$ cat config.mk
export PLATFORM = sky130hd
export DESIGN_NAME = chassis_sync_trigger
export DESIGN_NICKNAME = d
export VERILOG_FILES = /design/src/rtl/sync_trig_pkg.sv /design/src/rtl/sts_edge_sync.sv /design/src/rtl/sts_skew_meter.sv /design/src/rtl/sts_trig_sched.sv /design/src/rtl/chassis_sync_trigger.sv
export SDC_FILE = /design/constraint.sdc
export NUM_CORES = 1
export LEC_CHECK = 0
export BUFFER_PORTS_ARGS = -buffer_cell sky130_fd_sc_hd__buf_2
export CORE_MARGIN = 5
export CORE_UTILIZATION = 30
export DETAILED_ROUTE_END_ITERATION = 6
export REMOVE_ABC_BUFFERS = 1
export SYNTH_ARGS = -nofsm -noshare
export SYNTH_HDL_FRONTEND = slang
export SYNTH_SLANG_ARGS = --single-unit
$ cat constraint.sdc
create_clock -name clk -period 5 [get_ports clk]
set_clock_uncertainty 0.05 [all_clocks]
set_input_delay 0.25 -clock clk [delete_from_list [all_inputs] [get_ports clk]]
set_output_delay 0.25 -clock clk [all_outputs]
set_load 0.02 [all_outputs]
$ cat src/rtl/sync_trig_pkg.sv
// Shared state encodings for the multi-chassis sync trigger.
package sync_trig_pkg;
    typedef enum logic [1:0] {M_IDLE, M_WAIT, M_COUNT, M_DONE} meas_st_e;
    typedef enum logic [1:0] {T_IDLE, T_WAIT, T_DELAY} trig_st_e;
endpackage

$ cat src/rtl/sts_edge_sync.sv
// Synchronizes one asynchronous input and flags its rising edge.
// Assumes the input stays high or low for at least one clock period.
module sts_edge_sync #(
    parameter int STAGES = 2
) (
    input  logic clk,
    input  logic rst_n,
    input  logic din,
    output logic rise
);
    localparam int LAST = STAGES;

    logic [LAST:0] sh;

    // Shift register: STAGES synchronizer flops plus one history flop.
    always_ff @(posedge clk) begin
        if (!rst_n) sh <= '0;
        else        sh <= {sh[LAST-1:0], din};
    end

    assign rise = sh[LAST-1] & ~sh[LAST];

    AST_EDGE_SINGLE: assert property (@(posedge clk) disable iff (!rst_n)
        rise |=> !rise);
endmodule

$ cat src/rtl/sts_skew_meter.sv
// Counts reference-clock cycles from a start event to the beacon event.
// Holds the result until re-armed; saturates at the timeout limit.
module sts_skew_meter
    import sync_trig_pkg::*;
#(
    parameter int CNT_W = 16
) (
    input  logic             clk,
    input  logic             rst_n,
    input  logic             arm,
    input  logic             ref_mode,
    input  logic             tx_strobe,
    input  logic             sync_rise,
    input  logic             beacon_rise,
    input  logic [CNT_W-1:0] limit,
    output logic [CNT_W-1:0] count,
    output logic             done,
    output logic             ovf
);
    localparam logic [CNT_W-1:0] ONE = CNT_W'(1);

    meas_st_e         st;
    logic             start;
    logic [CNT_W-1:0] nxt;

    // Start source depends on whether this chassis sends the beacon.
    assign start = ref_mode ? tx_strobe : sync_rise;
    assign nxt   = count + ONE;

    // Measurement state machine and counter.
    always_ff @(posedge clk) begin
        if (!rst_n) begin
            st <= M_IDLE; count <= '0; done <= 1'b0; ovf <= 1'b0;
        end else if (arm) begin
            st <= M_WAIT; count <= '0; done <= 1'b0; ovf <= 1'b0;
        end else begin
            case (st)
                M_WAIT: if (start) begin
                    st <= M_COUNT; count <= '0;
                end
                M_COUNT: if (beacon_rise) begin
                    count <= nxt; done <= 1'b1; st <= M_DONE;
                end else if (nxt >= limit) begin
                    count <= limit; ovf <= 1'b1; done <= 1'b1; st <= M_DONE;
                end else begin
                    count <= nxt;
                end
                default: ;
            endcase
        end
    end

    AST_OVF_IMPLIES_DONE: assert property (@(posedge clk) disable iff (!rst_n)
        ovf |-> done);
    AST_RESULT_HOLD: assert property (@(posedge clk) disable iff (!rst_n)
        (done && !arm) |=> (done && $stable(count)));
    AST_ARM_CLEARS: assert property (@(posedge clk) disable iff (!rst_n)
        arm |=> (!done && !ovf && count == '0));
endmodule

$ cat src/rtl/sts_trig_sched.sv
// Accepts a start command, waits for a sync edge, counts the programmed
// delay and issues a one-cycle trigger from a falling-edge register.
module sts_trig_sched
    import sync_trig_pkg::*;
#(
    parameter int OFS_W = 8
) (
    input  logic             clk,
    input  logic             rst_n,
    input  logic             cmd,
    input  logic             sync_rise,
    input  logic [OFS_W-1:0] offset,
    output logic             fire,
    output logic             pending,
    output logic             trig
);
    localparam logic [OFS_W-1:0] ONE = OFS_W'(1);

    trig_st_e         st;
    logic [OFS_W-1:0] dcnt;

    assign pending = (st != T_IDLE);

    // Command / sync / delay sequencing; fire is a one-cycle pulse.
    always_ff @(posedge clk) begin
        if (!rst_n) begin
            st <= T_IDLE; dcnt <= '0; fire <= 1'b0;
        end else begin
            fire <= 1'b0;
            case (st)
                T_IDLE: if (cmd) st <= T_WAIT;
                T_WAIT: if (sync_rise) begin
                    if (offset == '0) begin
                        fire <= 1'b1; st <= T_IDLE;
                    end else begin
                        dcnt <= offset; st <= T_DELAY;
                    end
                end
                T_DELAY: if (dcnt == ONE) begin
                    fire <= 1'b1; st <= T_IDLE;
                end else begin
                    dcnt <= dcnt - ONE;
                end
                default: st <= T_IDLE;
            endcase
        end
    end

    // Falling-edge output register for the converter trigger.
    always_ff @(negedge clk) begin
        if (!rst_n) trig <= 1'b0;
        else        trig <= fire;
    end

    AST_FIRE_SINGLE: assert property (@(posedge clk) disable iff (!rst_n)
        fire |=> !fire);
    AST_PENDING_NEEDS_CMD: assert property (@(posedge clk) disable iff (!rst_n)
        $rose(pending) |-> $past(cmd));
    AST_FIRE_NEEDS_PENDING: assert property (@(posedge clk) disable iff (!rst_n)
        fire |-> $past(pending));
    AST_FIRE_ENDS_PENDING: assert property (@(posedge clk) disable iff (!rst_n)
        fire |-> !pending);
endmodule

$ cat src/rtl/chassis_sync_trigger.sv
// Top level: synchronizes sync and beacon inputs, measures inter-chassis
// skew in cycles and schedules the delayed converter trigger.
// Assumes clk is the reference clock shared by the measurement and trigger.
module chassis_sync_trigger #(
    parameter int CNT_W = 16,
    parameter int OFS_W = 8,
    parameter int SYNC_STAGES = 2
) (
    input  logic             clk,
    input  logic             rst_n,
    input  logic             ref_mode,
    input  logic             meas_arm,
    input  logic             beacon_tx,
    input  logic             sync_in,
    input  logic             beacon_in,
    input  logic [CNT_W-1:0] timeout_cycles,
    output logic [CNT_W-1:0] skew_count,
    output logic             skew_done,
    output logic             skew_ovf,
    input  logic             start_cmd,
    input  logic [OFS_W-1:0] delay_cycles,
    output logic             trig_pending,
    output logic             conv_trig
);
    localparam int N_ASYNC = 2;

    logic [N_ASYNC-1:0] async_in;
    logic [N_ASYNC-1:0] async_rise;
    logic               fire;

    assign async_in = {beacon_in, sync_in};

    // One synchronizer and edge detector per asynchronous input.
    for (genvar g = 0; g < N_ASYNC; g++) begin : g_sync
        sts_edge_sync #(.STAGES(SYNC_STAGES)) u_sync (
            .clk  (clk),
            .rst_n(rst_n),
            .din  (async_in[g]),
            .rise (async_rise[g])
        );
    end

    sts_skew_meter #(.CNT_W(CNT_W)) u_meter (
        .clk        (clk),
        .rst_n      (rst_n),
        .arm        (meas_arm),
        .ref_mode   (ref_mode),
        .tx_strobe  (beacon_tx),
        .sync_rise  (async_rise[0]),
        .beacon_rise(async_rise[1]),
        .limit      (timeout_cycles),
        .count      (skew_count),
        .done       (skew_done),
        .ovf        (skew_ovf)
    );

    sts_trig_sched #(.OFS_W(OFS_W)) u_sched (
        .clk      (clk),
        .rst_n    (rst_n),
        .cmd      (start_cmd),
        .sync_rise(async_rise[0]),
        .offset   (delay_cycles),
        .fire     (fire),
        .pending  (trig_pending),
        .trig     (conv_trig)
    );

    AST_TRIG_FROM_FIRE: assert property (@(posedge clk) disable iff (!rst_n)
        $rose(conv_trig) |-> fire);
endmodule

---- Word level (Yosys, flattened, before mapping) ----
Index checks and enable logic that the tools add are counted.
cells by class
  add/subtract/negate cells ............... 2
  order comparisons ....................... 1
  eq/ne operators ......................... 14
  multiplexer cells ....................... 25
  bitwise logic cells ..................... 6
  reductions and logical operators ........ 15
operators by type and width
  cell                     count
  $mux W16                 3
  $pmux W16 S2             1
  $mux W8                  3
  $add A16 B1 Y16 const B  1
  $ge A16 B16 Y1           1
  $pmux W8 S2              1
  $mux W2                  7
  $reduce_and A3 Y1        4
  $eq A8 B1 Y1 const B     1
  $logic_not A8 Y1         1
  $ne A2 B2 Y1 const B     4
  $reduce_bool A2 Y1       4
  $sub A8 B1 Y8 const B    1
  $mux W1                  7
  $ne A3 B2 Y1 const B     2
  $pmux W2 S3              1
  $eq A2 B1 Y1 const B     2
  $eq A2 B2 Y1 const B     2
  $ne A2 B1 Y1 const B     2
  $ne A4 B3 Y1 const B     1
  $not A1 Y1               4
  $pmux W2 S2              1
  $reduce_and A2 Y1        2
  $reduce_and A4 Y1        1
  other kinds (5)          6
word-level totals
  register bits ........................... 38
  logic and storage cells ................. 74

---- Longest topological paths before layout ----
Gate-level depths: netlist of run 1.
  word-level depth ........................ 6
  depth in mapped cells ................... 13
  depth with buffers taken out ............ 12

---- Hierarchy ----
A second synthesis of run 1 with hierarchy kept.
unflattened totals
  cells, all modules ...................... 303
  area total of the unflattened synthesis .. 2,576.2 um^2
modules (own cells, without submodules)
  module          instances  cells an instance  area each (um^2)  sequential area each (um^2)
  sts_skew_meter  1          184                1,496.4           400.4
  sts_trig_sched  1          105                894.6             240.2
  sts_edge_sync   2          7                  92.6              60.1

==> results of run 1 <==
[through the flow]
step	cells	cell area (sq um)	total power, mW	utilization [%]
final	460	2960	0.729	36.4
after global routing	460	2960	0.762	36.4
after global placement	452	2830	0.449	34.8
after detailed placement	452	2830	0.452	34.8
after CTS	460	2960	0.738	36.4
after floorplan	295	2440	0.411	-
[final cells by class]
class / instances / area [sq um] / share of cell area (%)
Multi-Input combinational cell: 230 / 1580 / 53.3
Clock buffer: 7 / 119 / 4.01
Inverter: 26 / 97.6 / 3.30
Sequential cell: 38 / 761 / 25.7
Clock inverter: 2 / 12.5 / 0.422
Tap cell: 105 / 131 / 4.44
Timing Repair Buffer: 52 / 263 / 8.87
[flip-flops by register name (all words and copies together), names as in the netlist]
signal	cells
u_meter.count	16
u_sched.trig	1
g_sync.u_sync.sh	6
u_sched.dcnt	8
u_meter.done	1
u_meter.st	2
u_meter.ovf	1
u_sched.fire	1
u_sched.st	2
[synth_stat cells, drive strengths merged (2+ instances only)]
master | count | share of area (%)
clkbuf | 7 | 1.1
inv | 27 | 4.1
nand3 | 10 | 2.0
a22oi | 6 | 1.8
nand2b | 5 | 1.3
nor2b | 4 | 1.0
xor2 | 2 | 0.70
o2bb2ai | 3 | 1.1
a32oi | 6 | 2.9
ha | 22 | 11
or3 | 4 | 1.0
a21oi | 10 | 2.0
o2111ai | 2 | 0.70
mux2i | 11 | 4.4
o21ai | 18 | 3.6
o211ai | 2 | 0.60
nand4 | 7 | 1.8
and3 | 4 | 1.0
xnor2 | 11 | 3.9
o31ai | 2 | 0.60
buf | 3 | 0.86
nor2 | 18 | 2.7
a21o | 6 | 1.8
and4 | 2 | 0.70
nand2 | 42 | 6.3
dfxtp | 38 | 31
nor3 | 8 | 1.6
or4 | 2 | 0.60
a2111oi | 2 | 1.5
a221oi | 2 | 0.70
and2 | 6 | 1.5
[logic make-up (layout without fill, tap and decap cells)]
family | after synthesis | in the layout | share of synthesized area [%]
fa+ha+maj | 22 | 22 | 11.1
flops | 38 | 38 | 30.6
simple gates | 117 | 117 | 23.1
xor+xnor | 13 | 13 | 4.58
mux | 11 | 11 | 4.43
buf+inv | 37 | 87 | 5.99
compound gates | 67 | 67 | 20.2
[how the worst max path moves through the flow]
stage / startpoint / end / slack (ns) / cells past startpoint
after floorplan: u_meter.count[0] / u_meter.count[12] / 1.72 / 12
after global placement: u_meter.count[0] / u_meter.count[12] / 1.41 / 12
after detailed placement: u_meter.count[0] / u_meter.count[9] / 1.27 / 12
after CTS: u_meter.count[0] / u_meter.count[9] / 1.26 / 12
after global routing: u_meter.count[0] / u_meter.count[6] / 0.98 / 12
final: u_meter.count[0] / u_meter.count[7] / 1.28 / 12
[report_power, final]
group	total (mW)	internal, mW	leakage (nW)	switching (mW)
Clock	0.285	0.161	0.0700	0.124
Sequential	0.323	0.314	0.308	0.00968
Combinational	0.120	0.0478	0.941	0.0725
[cells in the final DEF (no fill, tap or decap), types with 3 or more instances in the layout]
master and instances:
mux2i_1 11, inv_1 27, o21ai_0 18, a32oi_1 5
nor3_1 8, nor2b_1 4, nand4_1 7, buf_2 51
a21o_1 6, and3_1 4, dfxtp_1 38, ha_1 22
clkbuf_8 5, nand2b_1 5, a21oi_1 10, nor2_1 18
nand2_1 42, nand3_1 10, and2_1 6, a22oi_1 6
xnor2_1 11, o2bb2ai_1 3, or3_1 4
[worst max-delay path: stages (launching register included)]
cell,delay (ns)
dfxtp_1,0.47
ha_1,0.27
and4_1,0.31
nand3_1,0.19
nor2_1,0.15
xor2_1,0.10
ha_1,0.28
nand4_1,0.13
nor3_1,0.38
a2111oi_4,0.12
a32oi_4,0.77
mux2i_1,0.26
o21ai_0,0.09
[per-layer routing]
metal | GRT usage (%) | part of all wire, % | vias up | wire length (um)
met5 | 0 | 0 | - | 0
met4 | 2.76 | 0.90 | 0 | 57
met3 | 2.77 | 7.4 | 7 | 468
met2 | 20.2 | 45 | 70 | 2840
met1 | 16.0 | 47 | 1056 | 2950
li1 | - | - | 1182 | -
==> qor.yml, run 1 <==
ir_drop_mv: 0.133
htree_levels: 2
drive_gt1_share_pct: 18.0
initial_core_util_pct: 30.6
wl_per_cell_um: 13.7
drt_wl_total_mm: 6.32
min_path_cells: 2
routabilityCongestion: 0.793
async_flop_share_pct: 0
period_minus_slack_ns: 3.72
pre_cts_ws_ns: 1.27
drt_first_pass_iters: 4
nFillCells: 840
setup_ws_ns: 1.28
path_max_fanout: 24
worstPathRequired_ns: 5.11
relSlewSlack_pct: 27.0
cts_hold_buf: 0
regToRegEndpoint: "u_meter.count[7]"
rsz0062_at_grt: "false"
power_leakage_nw: 1.32
grt_max_degree: 25
antenna_found_initial: 0
avgSynthCellArea_sq_um: 8.16
r2r_start: "u_meter.count[0]"
cts.clk_slew.worst_paths_ns: 0.08
ant_nets: 0
whs_endpoint: "g_sync[0].u_sync.sh[0]"
ys_ff_latch: 38
fin_nets: 408
cts-root-buf: "clkbuf_8"
hold_ws_ns: 0.108
cts_buffer_depth: 2
synth_area_sq_mm: 0.00249
setup_violations: 0
synthToLayoutAreaGrowth_pct: 19.1
crit_type: "reg2reg"
cts_setup_buffers: 0
dp_hpwl_mm: 4.80
numClockSinks: 38
drc: 0
grt_usage_pct: 12.2
finalHoldViolCount: 0
start_kind: "flip-flop"
antenna_cells: 0
fin_crit_sh_pct: 74.4
tns_ns: 0
die_x_um: 101
grt_pass1_vias: 2177
io_buffers: 51
core_sq_mm: 0.00813
seq_area_frac_synth_pct: 30.6
min_from: "sync_in"
cts_resized: 0
die_y_um: 101
cts_buffers: 5
tightest_slew_ns: 1.09
fmax_ghz: 0.269
clock_latency_ns: 0.30
cap_violations: 0
status: "complete, no violations"
overflow: 0
viasPerCell: 5.03
crit_arrival_ns: 3.83
regToRegSetupSlack_ns: 1.28
syn_inst: 305
drv_slew: 0
ys.flop_type: "dfxtp_1"
num_vias: 2315
cts_tree: "built"
p_per_area_mw_per_mm2: 246
yosysWarningCount: 0
die_area_sq_mm: 0.0102
drt_iter0_markers: 88
reg2reg_depth: 12
synth_edf_count: 0
synth_cell_type_count: 47
grt_pass1_wl_mm: 9.98
rows: 33
io_pins: 52
end_kind: "flip-flop"
hp-class: "in2reg"
Note: power is estimated with default switching activity, not from simulation.
==> inputs of run 2 (changes only) <==
clock period = 3 ns   (was 5 ns; I/O delays follow)
==> run 2 against run 1 <==
The run now ends with setup timing left. Non-clock buffer count rose by 30. Clock-buffer cell count is the same. Sequential cell count stayed put. Register-to-register slack got worse by 1.3 ns. Clock power rose by 65%. Cell count is 6.5% higher. Critical endpoint is now u_meter.count[8]. Largest cell class unchanged. Largest power group unchanged.
==> qor.yml, run 2 (synthesized netlist as in run 1, its figures left out) <==
drc: 0
viasPerCell: 5.01
finalCoreUtilization_pct: 41.4
clkPwrFrac_pct: 38.6
die_y_um: 101
status: "complete, but fails checks"
final_cell_mix: "51 x buf_2, 41 x nand2_1, 28 x dfxtp_1"
setup_violations: 14
cts-root-buf: "clkbuf_8"
grt_pass1_vias: 2357
relSlewSlack_pct: 28.0
cap_violations: 0
end_kind: "flip-flop"
violations: "setup timing"
setup_ws_ns: -0.0466
initial_core_util_pct: 30.6
antenna_cells: 0
p_switching_mw: 0.339
top_regs: "u_meter.count (16), u_sched.dcnt (8), g_sync.u_sync.sh (6)"
fin_nets: 438
hold_ws_ns: 0.0115
placedInstanceArea_sq_mm: 0.00302
drive_gt1_share_pct: 32.2
min_path_cells: 2
crit_type: "reg2reg"
cts_buffer_depth: 2
ir_drop_mv: 0.224
p_seq_share_pct: 44.4
fmax_ghz: 0.328
die_x_um: 101
die_area_sq_mm: 0.0102
start_kind: "flip-flop"
grt_max_degree: 17
numClockSinks: 38
grt_pass1_wl_mm: 10.7
hp-class: "in2reg"
drv_slew: 0
period_minus_slack_ns: 3.05
combPwrFrac_pct: 17.0
netSwitchingFraction_pct: 28.0
synthToLayoutAreaGrowth_pct: 35.4
largest_reg_flops: 16
ant_nets: 0
drt_iter0_markers: 73
htree_levels: 2
pre_cts_ws_ns: -0.0388
drt_wl_total_mm: 6.89
final_common_cell: "buf_2"
cts_hold_buf: 0
path_max_fanout: 7
p_int_mw: 0.874
cts.clk_slew.worst_paths_ns: 0.08
drt_first_pass_iters: 4
p_per_area_mw_per_mm2: 360
finalHoldViolCount: 0
cts_tree: "built"
fin_crit_sh_pct: 102
power_leakage_nw: 1.55
io_pins: 52
crit_arrival_ns: 3.15
dp_hpwl_mm: 5.15
regMostFlops: "u_meter.count"
overflow: 0
routabilityCongestion: 0.786
antenna_found_initial: 0
dp.cells: 475
rsz0062_at_grt: "true"
io_buffers: 51
final_area_sq_mm: 0.00337
reg2reg_depth: 13
rows: 33
num_vias: 2453
instances_no_fill: 490
cts_buffers: 5
core_sq_mm: 0.00813
worstPathRequired_ns: 3.11
clock_latency_ns: 0.29
tightest_slew_ns: 1.08
grt_usage_pct: 13.0
wl_per_cell_um: 14.1
==> run 2: changes by cell type in the layout (fill, tap and decap cells not counted), sizes merged <==
cell    before  now
clkbuf       7    8
buf         52   81
==> run 2: timing repair <==
| action | CTS | global route |
|---|---|---|
| endpoints found under the setup margin | 14 | 18 |
| cloned | 0 | 2 |
| pin swaps | 1 | 23 |
| resized for setup | 4 | 40 |
| buffers inserted | 0 | 6 |
==> run 2: per-layer routing <==
| metal | vias to the layer above | share of wire (%) | global-route usage, % |
|---|---|---|---|
| met5 | - | 0 | 0 |
| met4 | 0 | 0.61 | 2.76 |
| met3 | 5 | 5.7 | 2.84 |
| met2 | 55 | 50 | 22.8 |
| met1 | 1148 | 44 | 16.3 |
| li1 | 1245 | - | - |
==> run 2: metrics by stage <==
step           power [mW]  TNS (ns)
2_1_floorplan       0.685     -4.17
3_3_place_gp        0.751         0
3_5_place_dp        0.754    -0.139
4_1_cts              1.22         0
5_1_grt              1.28     -1.96
6_report             1.21    -0.310
==> run 2: area by class of cell <==
type,count,area [sq um]
inverter,26,97.6
fill,836,4770
multi-input combinational,230,1700
timing repair buffer,82,537
tap,105,131
clock inverter,2,12.5
sequential,38,773
clock buffer,7,119
==> run 2: power groups by stage <==
stage          logic [mW]  clock network [mW]  registers (mW)
2_1_floorplan       0.135             0.00417           0.546
3_3_place_gp        0.197             0.00417           0.549
3_5_place_dp        0.200             0.00417           0.550
4_1_cts             0.202               0.482           0.538
5_1_grt             0.232               0.506           0.541
6_report            0.206               0.469           0.538
==> run 2: final timing paths <==
path,start,to,slack (ns)
max,u_meter.count[0],u_meter.count[8],-0.05
min,sync_in,g_sync[0].u_sync.sh[0],0.01
max reg2reg,u_meter.count[0],u_meter.count[8],-0.05
min reg2reg,g_sync[1].u_sync.sh[0],g_sync[1].u_sync.sh[1],0.39
==> run 2: critical path: stages, from the launching register on <==
cell       delay, ns
dfxtp_2         0.36
buf_4           0.17
and3_4          0.21
nand4_1         0.16
xnor2_2         0.21
ha_4            0.29
nand4_1         0.22
buf_4           0.22
nor2_2          0.14
a2111oi_4       0.07
a32oi_4         0.33
clkbuf_16       0.23
mux2i_1         0.16
o21ai_0         0.08
==> inputs of run 3 (changes only) <==
RECOVER_POWER = 100   (was unset)
==> run 3 against run 2 <==
The flow still finishes with violations (setup timing). Die area stayed put. Core utilization is 0.37 points lower. Sequential cell count stayed put. Worst hold slack worse by 0.0014 ns. Combinational power is 2% lower. Design area is 0.89% lower. Critical endpoint unchanged. Highest routed layer unchanged.
==> qor.yml, run 3 (synthesized netlist as in run 1, its figures left out) <==
fmax_ghz: 0.328
dp_hpwl_mm: 5.15
grt_pass1_vias: 2357
drive_gt1_share_pct: 26.5
slowest_stage: "dfxtp_2"
pre_cts_ws_ns: -0.0388
grt_usage_pct: 13.0
drc: 0
overflow: 0
drv_slew: 0
instances_no_fill: 490
end_kind: "flip-flop"
cts_buffer_depth: 2
path_buf_inv: 3
start_kind: "flip-flop"
largest_reg_flops: 16
final_cell_mix: "41 x nand2_1, 30 x buf_2, 28 x dfxtp_1"
finalCoreUtilization_pct: 41.0
final_area_sq_mm: 0.00334
num_vias: 2445
violations: "setup timing"
p_seq_share_pct: 44.5
cts_tree: "built"
p_int_mw: 0.871
grt_pass1_wl_mm: 10.7
setup_ws_ns: -0.0466
die_y_um: 101
period_minus_slack_ns: 3.05
regMostFlops: "u_meter.count"
htree_levels: 2
placedInstanceArea_sq_mm: 0.00302
fin_nets: 438
finalHoldViolCount: 0
fin_crit_sh_pct: 102
core_sq_mm: 0.00813
ir_drop_mv: 0.223
numClockSinks: 38
power_leakage_nw: 1.45
top_regs: "u_meter.count (16), u_sched.dcnt (8), g_sync.u_sync.sh (6)"
ant_nets: 0
regToRegSetupSlack_ns: -0.05
routabilityCongestion: 0.786
drt_first_pass_iters: 4
cts_buffers: 5
crit_type: "reg2reg"
cts.clk_slew.worst_paths_ns: 0.08
synthToLayoutAreaGrowth_pct: 34.2
p_per_area_mw_per_mm2: 362
worstPathCellList: "buf_4, and3_4, nand4_1, xnor2_2, ha_4, nand4_1, buf_4, nor2_2, a2111oi_4, a32oi_4, clkbuf_16, mux2i_1, o21ai_0"
path_max_fanout: 7
initial_core_util_pct: 30.6
netSwitchingFraction_pct: 28.0
cp_top_family: "simple AND/OR/NAND/NOR gates"
antenna_cells: 0
cts-root-buf: "clkbuf_8"
grt_max_degree: 17
die_x_um: 101
io_pins: 52
crit_arrival_ns: 3.15
cts_hold_buf: 0
rsz0062_at_grt: "true"
combPwrFrac_pct: 16.7
clock_latency_ns: 0.29
wl_per_cell_um: 14.1
hp-class: "in2reg"
cap_violations: 0
viasPerCell: 4.99
dp.cells: 475
drt_iter0_markers: 78
status: "complete, but fails checks"
io_buffers: 51
final_common_cell: "nand2_1"
cpPeakStageDelay_ns: 0.36
relSlewSlack_pct: 27.6
worstPathRequired_ns: 3.11
antenna_found_initial: 0
tightest_slew_ns: 1.08
clkPwrFrac_pct: 38.7
die_area_sq_mm: 0.0102
setup_violations: 14
rows: 33
drt_wl_total_mm: 6.92
p_switching_mw: 0.339
-- run 3: cell count changes in the layout (fill, tap and decap cells not counted) --
| cell | before | now |
|---|---|---|
| buf_4 | 24 | 23 |
| buf_2 | 51 | 30 |
| and2_1 | 6 | 3 |
| and2_0 | 0 | 3 |
| clkbuf_1 | 0 | 22 |
-- run 3: routing by layer --
metal  share of wire, %  GRT usage, %  vias to the layer above
met5                  0             0                        -
met3                5.7          2.84                        5
met2                 50          22.8                       57
met1                 44          16.3                     1141
li1                   -             -                     1242
met4               0.65          2.76                        0
-- run 3: cell type report --
type	count	area [sq um]
Fill cell	842	4800
Clock inverter	2	12.5
Timing Repair Buffer	82	507
Tap cell	105	131
Inverter	26	97.6
Clock buffer	7	119
Multi-Input combinational cell	230	1700
Sequential cell	38	773
-- run 3: what timing repair did --
item | 4_1_cts | 5_1_grt
setup buffers | 0 | 6
hold endpoints to repair | 0 | 0
cloned | 0 | 2
pin swaps | 1 | 23
gates resized for setup | 4 | 40
setup endpoints to repair | 14 | 18
-- run 3: final timing paths --
path | start | end | cells past startpoint
worst max-delay path | u_meter.count[0] | u_meter.count[8] | 13
worst min-delay path | sync_in | g_sync[0].u_sync.sh[0] | 2
worst max register to register | u_meter.count[0] | u_meter.count[8] | 13
worst min register to register | g_sync[1].u_sync.sh[0] | g_sync[1].u_sync.sh[1] | 1
-- run 3: through the flow --
step | setup TNS (ns) | total power, mW | hold WS (ns)
floorplan | -4.17 | 0.685 | 0.222
global placement | 0 | 0.751 | 0.325
detailed placement | -0.139 | 0.754 | 0.322
CTS | 0 | 1.22 | 0.0111
global route | -1.98 | 1.28 | 0.0142
finish | -0.291 | 1.21 | 0.0101
-- run 3: power by group through the flow --
| stage | registers [mW] | logic (mW) | clock network (mW) |
|---|---|---|---|
| floorplan | 0.546 | 0.135 | 0.00417 |
| finish | 0.539 | 0.202 | 0.468 |
| global placement | 0.549 | 0.197 | 0.00417 |
| global route | 0.541 | 0.228 | 0.506 |
| detailed placement | 0.550 | 0.200 | 0.00417 |
| CTS | 0.538 | 0.202 | 0.482 |
-- run 3: worst register-to-register path: stages, from the launching register on --
cell	delay (ns)
dfxtp_2	0.36
buf_4	0.17
and3_4	0.21
nand4_1	0.16
xnor2_2	0.21
ha_4	0.29
nand4_1	0.22
buf_4	0.22
nor2_2	0.14
a2111oi_4	0.07
a32oi_4	0.33
clkbuf_16	0.23
mux2i_1	0.16
o21ai_0	0.08
